===== config.mk =====
export PLATFORM = sky130hd
export DESIGN_NAME = sw_eval
export DESIGN_NICKNAME = d
export VERILOG_FILES = /design/src/rtl/sw_pkg.sv /design/src/rtl/sw_switch.sv /design/src/rtl/sw_join.sv /design/src/rtl/sw_nand.sv /design/src/rtl/sw_store.sv /design/src/rtl/sw_eval.sv
export SDC_FILE = /design/constraint.sdc
export NUM_CORES = 1
export LEC_CHECK = 0
export CAP_MARGIN = 5
export CORE_MARGIN = 1
export CORE_UTILIZATION = 41
export DETAILED_ROUTE_END_ITERATION = 6
export DONT_BUFFER_PORTS = 1
export HOLD_SLACK_MARGIN = 0.08
export PLACE_DENSITY = 0.59
export SLEW_MARGIN = 20
export SYNTH_ARGS = -nofsm -noshare
export SYNTH_HDL_FRONTEND = slang
export SYNTH_SLANG_ARGS = --single-unit
export TNS_END_PERCENT = 30

===== constraint.sdc =====
create_clock -name clk -period 2.6 [get_ports clk]
set_clock_uncertainty 0.15 [all_clocks]
set_input_delay 0.52 -clock clk [delete_from_list [all_inputs] [get_ports clk]]
set_output_delay 0.52 -clock clk [all_outputs]
set_load 0.01 [all_outputs]

===== src/rtl/sw_pkg.sv =====
package sw_pkg;
    typedef enum logic [1:0] {
        SV_LO = 2'b00,
        SV_HI = 2'b01,
        SV_ZZ = 2'b10,
        SV_ER = 2'b11
    } sv_t;

    typedef enum logic [2:0] {
        OP_PSW  = 3'd0,
        OP_NSW  = 3'd1,
        OP_JOIN = 3'd2,
        OP_NAND = 3'd3,
        OP_CELL = 3'd4
    } op_t;
endpackage


===== src/rtl/sw_switch.sv =====
module sw_switch
    import sw_pkg::*;
#(
    parameter bit PTYPE = 1'b0
) (
    input  sv_t gate_i,
    input  sv_t src_i,
    output sv_t drn_o
);
    localparam sv_t CONDUCT = PTYPE ? SV_LO : SV_HI;
    localparam sv_t BLOCK   = PTYPE ? SV_HI : SV_LO;

    always_comb begin
        if (gate_i == CONDUCT)
            drn_o = src_i;
        else if (gate_i == BLOCK)
            drn_o = SV_ZZ;
        else
            drn_o = SV_ER;
    end
endmodule


===== src/rtl/sw_join.sv =====
module sw_join
    import sw_pkg::*;
(
    input  sv_t p_i,
    input  sv_t q_i,
    output sv_t r_o
);
    always_comb begin
        if (p_i == q_i)
            r_o = p_i;
        else if (p_i == SV_ZZ)
            r_o = q_i;
        else if (q_i == SV_ZZ)
            r_o = p_i;
        else
            r_o = SV_ER;
    end
endmodule


===== src/rtl/sw_nand.sv =====
module sw_nand
    import sw_pkg::*;
(
    input  sv_t x_i,
    input  sv_t z_i,
    output sv_t o_o
);
    sv_t pu_x, pu_z, pu_mid, pd_low, pd_top;

    // pull-up pair from the supply rail
    sw_switch #(.PTYPE(1'b1)) u_pux (.gate_i(x_i), .src_i(SV_HI), .drn_o(pu_x));
    sw_switch #(.PTYPE(1'b1)) u_puz (.gate_i(z_i), .src_i(SV_HI), .drn_o(pu_z));
    // series pull-down stack from ground
    sw_switch #(.PTYPE(1'b0)) u_pdz (.gate_i(z_i), .src_i(SV_LO), .drn_o(pd_low));
    sw_switch #(.PTYPE(1'b0)) u_pdx (.gate_i(x_i), .src_i(pd_low), .drn_o(pd_top));

    sw_join u_j0 (.p_i(pu_x),   .q_i(pu_z),   .r_o(pu_mid));
    sw_join u_j1 (.p_i(pu_mid), .q_i(pd_top), .r_o(o_o));
endmodule


===== src/rtl/sw_store.sv =====
module sw_store
    import sw_pkg::*;
(
    input  logic clk,
    input  logic rst_n,
    input  sv_t  d_i,
    output sv_t  q_o
);
    sv_t held, held_nxt;

    always_ff @(posedge clk or negedge rst_n) begin
        if (!rst_n)
            held <= SV_ER;           // RESET transition
        else
            held <= held_nxt;
    end

    always_comb begin
        held_nxt = held;
        unique case (d_i)
            SV_ZZ:               held_nxt = held;   // HOLD
            SV_LO, SV_HI, SV_ER: held_nxt = d_i;    // LOAD
        endcase
    end

    assign q_o = held;

    a_r10_reset_er: assert property (@(posedge clk) $rose(rst_n) |-> q_o == SV_ER);
    a_r8_load: assert property (@(posedge clk) disable iff (!rst_n)
        d_i != SV_ZZ |=> q_o == $past(d_i));
    a_r9_hold: assert property (@(posedge clk) disable iff (!rst_n)
        d_i == SV_ZZ |=> $stable(q_o));
endmodule


===== src/rtl/sw_eval.sv =====
module sw_eval
    import sw_pkg::*;
#(
    parameter int LANES = 2
) (
    input  logic               clk,
    input  logic               rst_n,
    input  logic [2:0]         op_sel,
    input  logic [2*LANES-1:0] a_i,
    input  logic [2*LANES-1:0] b_i,
    output logic [2*LANES-1:0] y_o,
    output logic [LANES-1:0]   def_o,
    output logic [LANES-1:0]   bit_o,
    output logic [2*LANES-1:0] cell_o
);
    localparam int VW = 2 * LANES;

    op_t op;
    assign op = op_t'(op_sel);

    for (genvar l = 0; l < LANES; l++) begin : g_lane
        sv_t a, b, p_out, n_out, j_out, n_and, st_d, st_q, y;

        assign a = sv_t'(a_i[2*l +: 2]);
        assign b = sv_t'(b_i[2*l +: 2]);

        sw_switch #(.PTYPE(1'b1)) u_p (.gate_i(a), .src_i(b), .drn_o(p_out));
        sw_switch #(.PTYPE(1'b0)) u_n (.gate_i(a), .src_i(b), .drn_o(n_out));
        sw_join                   u_j (.p_i(a), .q_i(b), .r_o(j_out));
        sw_nand                   u_g (.x_i(a), .z_i(b), .o_o(n_and));

        // storage input floats unless this primitive is selected
        assign st_d = (op == OP_CELL) ? a : SV_ZZ;
        sw_store u_s (.clk(clk), .rst_n(rst_n), .d_i(st_d), .q_o(st_q));

        always_comb begin
            case (op)
                OP_PSW:  y = p_out;
                OP_NSW:  y = n_out;
                OP_JOIN: y = j_out;
                OP_NAND: y = n_and;
                OP_CELL: y = st_q;
                default: y = SV_ER;
            endcase
        end

        assign y_o[2*l +: 2]    = y;
        assign cell_o[2*l +: 2] = st_q;
        assign def_o[l]         = (y == SV_LO) || (y == SV_HI);
        assign bit_o[l]         = (y == SV_HI);

        a_r5_nand_bool: assert property (@(posedge clk) disable iff (!rst_n)
            (op_sel == 3'd3 && a_i[2*l+1] == 1'b0 && b_i[2*l+1] == 1'b0)
            |-> (def_o[l] && bit_o[l] == !(a_i[2*l] && b_i[2*l])));
        a_r6_nand_er: assert property (@(posedge clk) disable iff (!rst_n)
            (op_sel == 3'd3 && (a_i[2*l+1] || b_i[2*l+1])) |-> y_o[2*l +: 2] == 2'b11);
        a_r2_join_float: assert property (@(posedge clk) disable iff (!rst_n)
            (op_sel == 3'd2 && a_i[2*l +: 2] == 2'b10) |-> y_o[2*l +: 2] == b_i[2*l +: 2]);
        a_r3_psw_open: assert property (@(posedge clk) disable iff (!rst_n)
            (op_sel == 3'd0 && a_i[2*l +: 2] == 2'b01) |-> y_o[2*l +: 2] == 2'b10);
        a_r4_nsw_open: assert property (@(posedge clk) disable iff (!rst_n)
            (op_sel == 3'd1 && a_i[2*l +: 2] == 2'b00) |-> y_o[2*l +: 2] == 2'b10);
    end

    a_r11_unused: assert property (@(posedge clk) disable iff (!rst_n)
        op_sel > 3'd4 |-> y_o == {VW{1'b1}});
endmodule


==> key figures, run 1 <==
Setup path
  – Reg2reg setup slack: 1.60 ns
  – Worst Path Arrival: 1.81 ns
  – CP Launch Type: primary input
  – CP max-delay cell: or4_1
  – Critical Path Stages: 7
  – Slowest stage delay, CP: 0.41 ns
  – Critical Path RT: 1.93 ns
  – Crit path max fanout: 8
  – Crit end category: primary output
  – R2R depth: 2
  – CP bufs+invs: 0
  – Setup CP Type: in2out
  – Delay-heaviest family, CP: simple AND/OR/NAND/NOR gates
  – Crit path cell chain: nor2b_1 -> ha_1 -> or4_1 -> o211ai_1 -> o311ai_1 -> nand4_1 -> nor2b_4

Synth
  – Yosys top cell area share: 17.1%
  – Post-Syn Nets: 98
  – Post-Syn Area: 616 sq um
  – Synthesis-stage register bit count: 4
  – Synth Instances: 83
  – Sequential area share after synthesis: 17.1%
  – Synth top area cells: dfstp_2, a21oi_1, nor2_1
  – Cell taking the most area after synthesis: dfstp_2
  – Syn. warnings: 0
  – Post-synthesis cell type count: 41
  – Mean Syn Cell Area: 7.42 sq um

Floorplanning
  – Die width: 40.8 microns
  – Initial Utilization: 45.6%
  – Std-Cell Rows: 13
  – DIE AREA: 0.00166 sq mm
  – I/O pin count: 25
  – Die Y: 40.8 microns
  – Core ar.: 0.00135 sq mm

Timing
  – Worst-Margin Slew: 0.438 ns
  – Setup_tns: 0 ns
  – Final hold violation count: 0
  – Max Freq: 403 MHz
  – Final setup viols: 0
  – PnR worst setup slack: 0.118 ns
  – Slew margin rel.: 70.8%
  – Crit path time final: 2.48 ns
  – Max Transition Viols Final: 0
  – RSZ-0062 raised after global routing: no
  – Final period util: 95.5%

CTS
  – H-tree depth: 1
  – CTS tree: built
  – Clock-pin slew on the worst setup and hold paths: 0.04 ns
  – Num CTS Buffers: 3
  – Later-pin clock latency in the skew report: 0.23 ns
  – Clk buf depth: 2
  – CTS sink cnt: 4
  – Post-CTS Setup Inserts: 0
  – Clock root cell: clkbuf_4

Worst hold path
  – HP Class: in2reg
  – Hold depth: 2

Route
  – Via count: 572
  – DRC errors left: 0
  – ANT nets after route: 0
  – Routed vias/inst: 5.90
  – 1st-iter DRT viols: 9
  – DR pass1 iterations: 4
  – Final wirelength: 1.34 mm
  – Avg WL per Cell: 13.8 microns

Power
  – Flop pwr share: 39.7%
  – Clock share of power: 28.9%
  – Pwr per Cell Area: 405 mW/mm^2
  – Switching part of the total: 31.9%
  – Switching power total: 0.0815 mW
  – VDD IR max: 286 uV
  – Leakage: 0.262 nW
  – Power share of the combinational group: 31.3%
  – Int Pwr: 0.174 mW

GRT
  – Global-route wire length before repair: 2.05 mm
  – Total track usage: 18.7%
  – Largest net degree at the start of global routing: 15
  – Initial antenna violation count: 0
  – Number of global-route vias before repair: 504
  – Gr ovfl total: 0

Placed design
  – DP HPWL: 991 microns
  – Pre-CTS setup slack: 0.118 ns
  – Post-DP Area: 598 sq um
  – Number of I/O port buffers: 0
  – Placer's final routability congestion estimate: 0.698
  – Placed insts: 93

Layout
  – Area of the multi-input gates: 440 sq um
  – Fin area: 631 sq um
  – Largest register FFs: 4
  – Final non-filler cell total: 97
  – Layout area overhead: 2.44%
  – Fillers: 137
  – Ant. Diodes: 0
  – Sequential cell area: 105 sq um
  – Layout cells sized above 1: 18.3%
  – Final nets: 99

Run
  – Max-cap viol count: 0

Outcome
  – Status: complete, no violations
## cells in the mapped netlist (all sizes together)
master / instances
nor2: 9
a21oi: 7
inv: 7
nand2: 6
buf: 5
o21ai: 5
dfstp: 4
nand2b: 4
nor2b: 4
ha: 2
nor4: 2
o22ai: 2
o311ai: 2
or4: 2
a211o: 1
a221oi: 1
a31o: 1
a31oi: 1
and2b: 1
and3: 1
and3b: 1
clkbuf: 1
mux2i: 1
nand3: 1
nand4: 1
nor3: 1
o2111ai: 1
o211ai: 1
o221ai: 1
o31a: 1
o31ai: 1
o32ai: 1
or2b: 1
or3b: 1
xnor2: 1
xor2: 1
## power groups by stage
| stage | registers, mW | logic (mW) | clock network [mW] |
|---|---|---|---|
| finish | 0.102 | 0.0801 | 0.0740 |
| global route | 0.103 | 0.0913 | 0.0825 |
| CTS | 0.102 | 0.0809 | 0.0797 |
| detailed placement | 0.102 | 0.0783 | 0 |
| global placement | 0.102 | 0.0780 | 0 |
| floorplan | 0.0991 | 0.0811 | 0 |
## repair_timing
item / CTS / global route
endpoints found under the hold margin: 4 / 0
gates resized for setup: 0 / 0
endpoints found under the setup margin: 0 / 0
hold buffers: 1 / 0
## placed cells by master (no fill, tap or decap), types with 2 or more instances in the layout
cell type  instances
nor2_1             9
inv_1              7
a21oi_1            7
nand2_1            6
nand2b_1           4
o21ai_0            4
dfstp_2            4
nor2b_1            3
clkbuf_4           3
o22ai_1            2
nor4_1             2
or4_1              2
ha_1               2
## routing by layer
layer / global-route usage [%] / wire length [microns] / vias to the layer above / part of all wire [%]
met5: 0 / 0 / - / 0
met4: 10.8 / 0 / 0 / 0
met3: 4.89 / 66 / 0 / 4.9
met2: 28.2 / 608 / 14 / 46
met1: 23.7 / 661 / 258 / 49
li1: - / - / 300 / -
## worst register-to-register path, stage by stage (launching register included)
cell     delay, ns
dfstp_2       0.55
inv_1         0.06
o21ai_0       0.17
## cell type report
type	count	area share, %
Inverter	7	4.17
Clock buffer	3	3.57
Timing Repair Buffer	2	2.78
Sequential cell	4	16.7
Tap cell	15	2.98
Multi-Input combinational cell	66	69.8
## final timing paths
check	endpoint	start
worst max-delay path	bit_o[1]	b_i[2]
worst min-delay path	g_lane[1].u_s.q_o[0]	a_i[2]
worst max register to register	g_lane[0].u_s.q_o[0]	g_lane[0].u_s.q_o[0]
worst min register to register	g_lane[1].u_s.q_o[0]	g_lane[1].u_s.q_o[0]
max in group asynchronous	g_lane[0].u_s.q_o[0]	rst_n
min in group asynchronous	g_lane[1].u_s.q_o[0]	rst_n
## metrics by stage
step / power (mW) / utilization, % / hold slack (ns)
detailed placement: 0.181 / 44.3 / 0.222
finish: 0.256 / 46.7 / 0.231
global route: 0.277 / 46.7 / 0.234
global placement: 0.180 / 44.3 / 0.222
CTS: 0.262 / 46.7 / 0.218
floorplan: 0.180 / - / 0.222
## cells by family (layout without fill, tap and decap cells)
| kind of cell | Yosys count | in the layout | synth area share [%] |
|---|---|---|---|
| buffers and inverters | 13 | 12 | 11.4 |
| flip-flops | 4 | 4 | 17.1 |
| AND/OR/NAND/NOR | 35 | 35 | 32.7 |
| multiplexers | 1 | 1 | 1.63 |
| XOR/XNOR | 2 | 2 | 2.85 |
| AO/OA/AOI/OAI | 26 | 26 | 30.3 |
| adder cells (fa/ha/maj) | 2 | 2 | 4.06 |
(Power assumes the default switching activity.)
==> run 2, diff against run 1 <==
CTS_BUF_LIST = sky130_fd_sc_hd__clkbuf_8 sky130_fd_sc_hd__clkbuf_16   (was default)
PLACE_DENSITY = 0.57   (was 0.59)
clock period = 2.9 ns   (was 2.6 ns; I/O delays follow)
==> key figures, run 2 (synthesized netlist as in run 1, its figures left out) <==
Route
  – Via count: 574 (was 572)
  – Avg WL per Cell: 13.7 microns (was 13.8 microns)
  – DR pass1 iterations: 4 (unchanged)
  – 1st-iter DRT viols: 8 (was 9)
  – ANT nets after route: 0 (unchanged)
  – Final wirelength: 1.32 mm (was 1.34 mm)
  – Routed vias/inst: 5.98 (was 5.90)
  – DRC errors left: 0 (unchanged)

CTS
  – H-tree depth: 1 (unchanged)
  – Clock root cell: clkbuf_8 (was clkbuf_4)
  – CTS sink cnt: 4 (unchanged)
  – Post_cts resized: 0 (unchanged)
  – Clk buf depth: 2 (unchanged)
  – Clock-pin slew on the worst setup and hold paths: 0.03 ns (was 0.04 ns)
  – CTS tree: built (unchanged)
  – Num CTS Buffers: 3 (unchanged)
  – Later-pin clock latency in the skew report: 0.21 ns (was 0.23 ns)

Floorplanning
  – Die Y: 40.8 microns (unchanged)
  – Core ar.: 0.00135 sq mm (unchanged)
  – DIE AREA: 0.00166 sq mm (unchanged)
  – Initial Utilization: 45.6% (unchanged)
  – Std-Cell Rows: 13 (unchanged)
  – Die width: 40.8 microns (unchanged)
  – I/O pin count: 25 (unchanged)

Timing
  – Worst-Margin Slew: 0.455 ns (was 0.438 ns)
  – Crit path time final: 2.71 ns
  – Max Transition Viols Final: 0 (unchanged)
  – Slew margin rel.: 69.7% (was 70.8%)
  – Max Freq: 369 MHz
  – Final hold violation count: 0 (unchanged)
  – RSZ-0062 raised after global routing: no (unchanged)
  – PnR worst setup slack: 0.188 ns (was 0.118 ns)
  – Final period util: 93.5%
  – Final setup viols: 0 (unchanged)
  – Worst hold-check slack: 0.304 ns (was 0.231 ns)
  – Setup_tns: 0 ns (unchanged)

Setup path
  – Crit path max fanout: 8 (unchanged)
  – R2r endpoint: g_lane[0].u_s.q_o[0] (unchanged)
  – Reg2reg setup slack: 1.90 ns (was 1.60 ns)
  – Setup CP Type: in2out (unchanged)
  – CP Launch Type: primary input (unchanged)
  – Worst Path Arrival: 1.98 ns (was 1.81 ns)
  – Crit end category: primary output (unchanged)
  – RR Startpoint: g_lane[0].u_s.q_o[0] (unchanged)
  – R2R depth: 2 (unchanged)
  – Critical Path RT: 2.17 ns (was 1.93 ns)

Power
  – Pwr per Cell Area: 428 mW/mm^2 (was 405 mW/mm^2)
  – VDD IR max: 252 uV (was 286 uV)
  – Total Power: 0.275 mW (was 0.256 mW)
  – Leakage: 0.265 nW (was 0.262 nW)

Placed design
  – Placer's final routability congestion estimate: 0.735 (was 0.698)
  – Number of I/O port buffers: 0 (unchanged)
  – Pre-CTS setup slack: 0.181 ns (was 0.118 ns)
  – Placed insts: 92 (was 93)
  – DP HPWL: 975 microns (was 991 microns)

Layout
  – Sequential cell area: 105 sq um (unchanged)
  – Final nets: 98 (was 99)
  – Final non-filler cell total: 96 (was 97)
  – Ant. Diodes: 0 (unchanged)
  – Layout cells sized above 1: 17.3% (was 18.3%)
  – Fillers: 148 (was 137)
  – Largest register FFs: 4 (unchanged)
  – Most frequent cells in the layout: nor2_1, inv_1, a21oi_1, nand2_1 (unchanged)
  – Most common cell after layout, fill and taps aside: nor2_1 (unchanged)
  – Area of the multi-input gates: 440 sq um (unchanged)
  – Layout area overhead: 4.27% (was 2.44%)

GRT
  – Total track usage: 18.6% (was 18.7%)
  – Initial antenna violation count: 0 (unchanged)
  – Met2 usage: 26.2% (was 28.2%)
  – Met1 Use GR: 24.7% (was 23.7%)
  – Global routing's busiest layer: met2 (unchanged)
  – Largest net degree at the start of global routing: 15 (unchanged)
  – Number of global-route vias before repair: 504 (unchanged)
  – Grt met3 use: 4.35% (was 4.89%)
  – Global-route wire length before repair: 2.03 mm (was 2.05 mm)
  – Gr ovfl total: 0 (unchanged)

Worst hold path
  – HP Class: in2reg (unchanged)
  – Hold_sp: a_i[2] (unchanged)
  – Hold depth: 2 (unchanged)
  – Hold worst-path end: g_lane[1].u_s.q_o[0] (unchanged)

Outcome
  – Status: complete, no violations (unchanged)

Run
  – Max-cap viol count: 0 (unchanged)
[run 2: cell count changes in the layout (fill, tap and decap cells not counted), sizes merged]
cell	before	now
buf	1	0
[run 2: what timing repair did]
item,CTS,global route
endpoints found under the hold margin,4,0
hold buffers,1,0
setup buffers,0,0
[run 2: final cells by class]
type                       count  area share, %
sequential                     4           16.4
multi-input combinational     66           68.6
inverter                       7           4.09
clock buffer                   3           6.43
tap                           15           2.92
timing repair buffer           1           1.56
[run 2: worst max-delay path by stage]
stage          startpoint       end  slack, ns  cells past startpoint
6_report           b_i[2]  bit_o[1]       0.19                      7
5_1_grt            b_i[2]  bit_o[1]       0.08                      7
4_1_cts            b_i[2]  bit_o[1]       0.18                      7
3_5_place_dp       b_i[2]  bit_o[1]       0.18                      7
3_3_place_gp       b_i[2]  bit_o[1]       0.20                      7
2_1_floorplan      a_i[2]  bit_o[1]        0.1                      8
[run 2: per-stage QoR]
stage / area (sq um) / utilization (%)
detailed placement: 591 / 43.7
CTS: 642 / 47.5
finish: 642 / 47.5
global route: 642 / 47.5
global placement: 591 / 43.7
floorplan: 616 / -
[run 2: report_power, final]
| part | switching, mW | internal, mW |
|---|---|---|
| registers | 0.0153 | 0.0758 |
| logic | 0.0370 | 0.0325 |
| clock network | 0.0259 | 0.0882 |
| total | 0.0782 | 0.197 |
[run 2: worst max-delay path, cell delays in order]
cell and delay [ns]:
nor2b_1 0.11, ha_1 0.31, or4_1 0.40, o211ai_1 0.10, o311ai_1 0.11, nand4_1 0.17
nor2b_4 0.20
[run 2: routing by layer]
layer,up-vias,wire [microns]
li1,299,-
met1,260,669
met2,15,588
met3,0,59
met4,0,0
met5,-,0
==> run 3, diff against run 2 <==
CAP_MARGIN = default   (was 5)
clock period = 2.51 ns   (was 2.9 ns; I/O delays follow)
==> key figures, run 3 (synthesized netlist as in run 1, its figures left out) <==
Layout
  – Largest register FFs: 4 (unchanged)
  – Final nets: 99 (was 98)
  – Ant. Diodes: 0 (unchanged)
  – Most frequent cells in the layout: nor2_1, inv_1, a21oi_1, nand2_1 (unchanged)
  – Final non-filler cell total: 97 (was 96)
  – Layout cells sized above 1: 19.5% (was 17.3%)
  – Layout area overhead: 6.50% (was 4.27%)
  – Most common cell after layout, fill and taps aside: nor2_1 (unchanged)

Setup path
  – Worst Path Arrival: 1.82 ns (was 1.98 ns)
  – Crit path max fanout: 8 (unchanged)
  – Crit end category: primary output (unchanged)
  – Critical Path RT: 1.86 ns (was 2.17 ns)
  – CP Launch Type: primary input (unchanged)
  – Setup CP Type: in2out (unchanged)

GRT
  – Met1 Use GR: 24.7% (unchanged)
  – Largest net degree at the start of global routing: 15 (unchanged)
  – Met2 usage: 30.2% (was 26.2%)
  – Grt met3 use: 1.63% (was 4.35%)
  – Global-route wire length before repair: 2.10 mm (was 2.03 mm)
  – Number of global-route vias before repair: 514 (was 504)
  – Global routing's busiest layer: met2 (unchanged)
  – Gr ovfl total: 0 (unchanged)
  – Total track usage: 18.4% (was 18.6%)
  – Initial antenna violation count: 0 (unchanged)

Run
  – Max-cap viol count: 0 (unchanged)

Route
  – DR pass1 iterations: 4 (unchanged)
  – ANT nets after route: 0 (unchanged)
  – Via count: 590 (was 574)
  – 1st-iter DRT viols: 23 (was 8)
  – Routed vias/inst: 6.08 (was 5.98)
  – Avg WL per Cell: 14.2 microns (was 13.7 microns)
  – Final wirelength: 1.38 mm (was 1.32 mm)
  – DRC errors left: 0 (unchanged)

Floorplanning
  – Std-Cell Rows: 13 (unchanged)
  – Initial Utilization: 45.6% (unchanged)
  – Die width: 40.8 microns (unchanged)
  – Die Y: 40.8 microns (unchanged)
  – Core ar.: 0.00135 sq mm (unchanged)
  – I/O pin count: 25 (unchanged)
  – DIE AREA: 0.00166 sq mm (unchanged)

Timing
  – Worst-Margin Slew: 0.485 ns (was 0.455 ns)
  – Slew margin rel.: 67.6% (was 69.7%)
  – Final setup viols: 0 (unchanged)
  – Crit path time final: 2.47 ns
  – Setup_tns: 0 ns (unchanged)
  – Max Transition Viols Final: 0 (unchanged)
  – PnR worst setup slack: 0.0421 ns (was 0.188 ns)
  – Final hold violation count: 0 (unchanged)
  – Max Freq: 405 MHz
  – RSZ-0062 raised after global routing: yes (was no)
  – Final period util: 98.3%

CTS
  – Clock root cell: clkbuf_8 (unchanged)
  – Clock-pin slew on the worst setup and hold paths: 0.03 ns (about the same)
  – H-tree depth: 1 (unchanged)
  – Clk buf depth: 2 (unchanged)
  – Later-pin clock latency in the skew report: 0.21 ns (about the same)
  – Post-CTS Setup Inserts: 0 (unchanged)
  – CTS sink cnt: 4 (unchanged)
  – CTS tree: built (unchanged)
  – Num CTS Buffers: 3 (unchanged)

Power
  – Pwr per Cell Area: 489 mW/mm^2 (was 428 mW/mm^2)
  – VDD IR max: 383 uV (was 252 uV)
  – Leakage: 0.271 nW (was 0.265 nW)

Outcome
  – Status: complete, no violations (unchanged)

Placed design
  – Pre-CTS setup slack: 0.0378 ns (was 0.181 ns)
  – Placed insts: 93 (was 92)
  – Placer's final routability congestion estimate: 0.737 (was 0.735)
  – DP HPWL: 1.02 mm (was 975 microns)
  – Number of I/O port buffers: 0 (unchanged)

Worst hold path
  – HP Class: in2reg (unchanged)
[run 3: cell types whose count changed in the layout (fill, tap and decap cells not counted)]
cell      delta
nor4_2       +1
buf_4        +1
o311ai_0     -1
o311ai_1     +1
nor4_1       -1
[run 3: area by class of cell]
class                   instances  area, sq um
inverters                       7         26.3
fillers                       129          694
repair buffers                  2         17.5
multi-input cells              66          447
well taps                      15         18.8
flip-flops and latches          4          105
clock buffers                   3         41.3
[run 3: repair_timing]
item	CTS	global route
hold endpoints to repair	4	0
resized for setup	0	2
endpoints found under the setup margin	0	2
hold buffers	1	0
[run 3: power breakdown]
| part | total [mW] | leakage (nW) | internal (mW) | switching [mW] |
|---|---|---|---|---|
| registers | 0.105 | 0.0420 | 0.0876 | 0.0175 |
| clock network | 0.131 | 0.0216 | 0.102 | 0.0294 |
| logic | 0.0846 | 0.207 | 0.0402 | 0.0444 |
[run 3: layer usage]
metal	share of wire, %	wire (microns)	up-vias
li1	-	-	301
met1	49	669	264
met2	45	613	23
met3	6.2	85	2
met4	0.58	8	0
met5	0	0	-
[run 3: worst paths after layout]
check / from / end / slack, ns / cells past startpoint
worst min register to register: g_lane[1].u_s.q_o[0] / g_lane[1].u_s.q_o[0] / 0.37 / 2
worst min-delay path: a_i[2] / g_lane[1].u_s.q_o[0] / 0.23 / 2
min in group asynchronous: rst_n / g_lane[1].u_s.q_o[1] / 0.61 / 1
worst max register to register: g_lane[0].u_s.q_o[0] / g_lane[0].u_s.q_o[0] / 1.49 / 2
max in group asynchronous: rst_n / g_lane[0].u_s.q_o[0] / 1.57 / 1
worst max-delay path: b_i[2] / bit_o[1] / 0.04 / 7
[run 3: worst max-delay path, stage by stage]
cell and delay (ns):
nor2b_1 0.11, ha_1 0.32, or4_1 0.40, o211ai_1 0.10
o311ai_1 0.10, nand4_1 0.10, nor2b_4 0.17
[run 3: metrics by stage]
step / utilization, % / hold WS [ns] / instance area (sq um) / power (mW)
2_1_floorplan: - / 0.204 / 618 / 0.187
3_3_place_gp: 44.3 / 0.204 / 598 / 0.187
3_5_place_dp: 44.3 / 0.204 / 598 / 0.188
4_1_cts: 48.1 / 0.223 / 649 / 0.326
5_1_grt: 48.6 / 0.238 / 656 / 0.343
6_report: 48.6 / 0.230 / 656 / 0.321
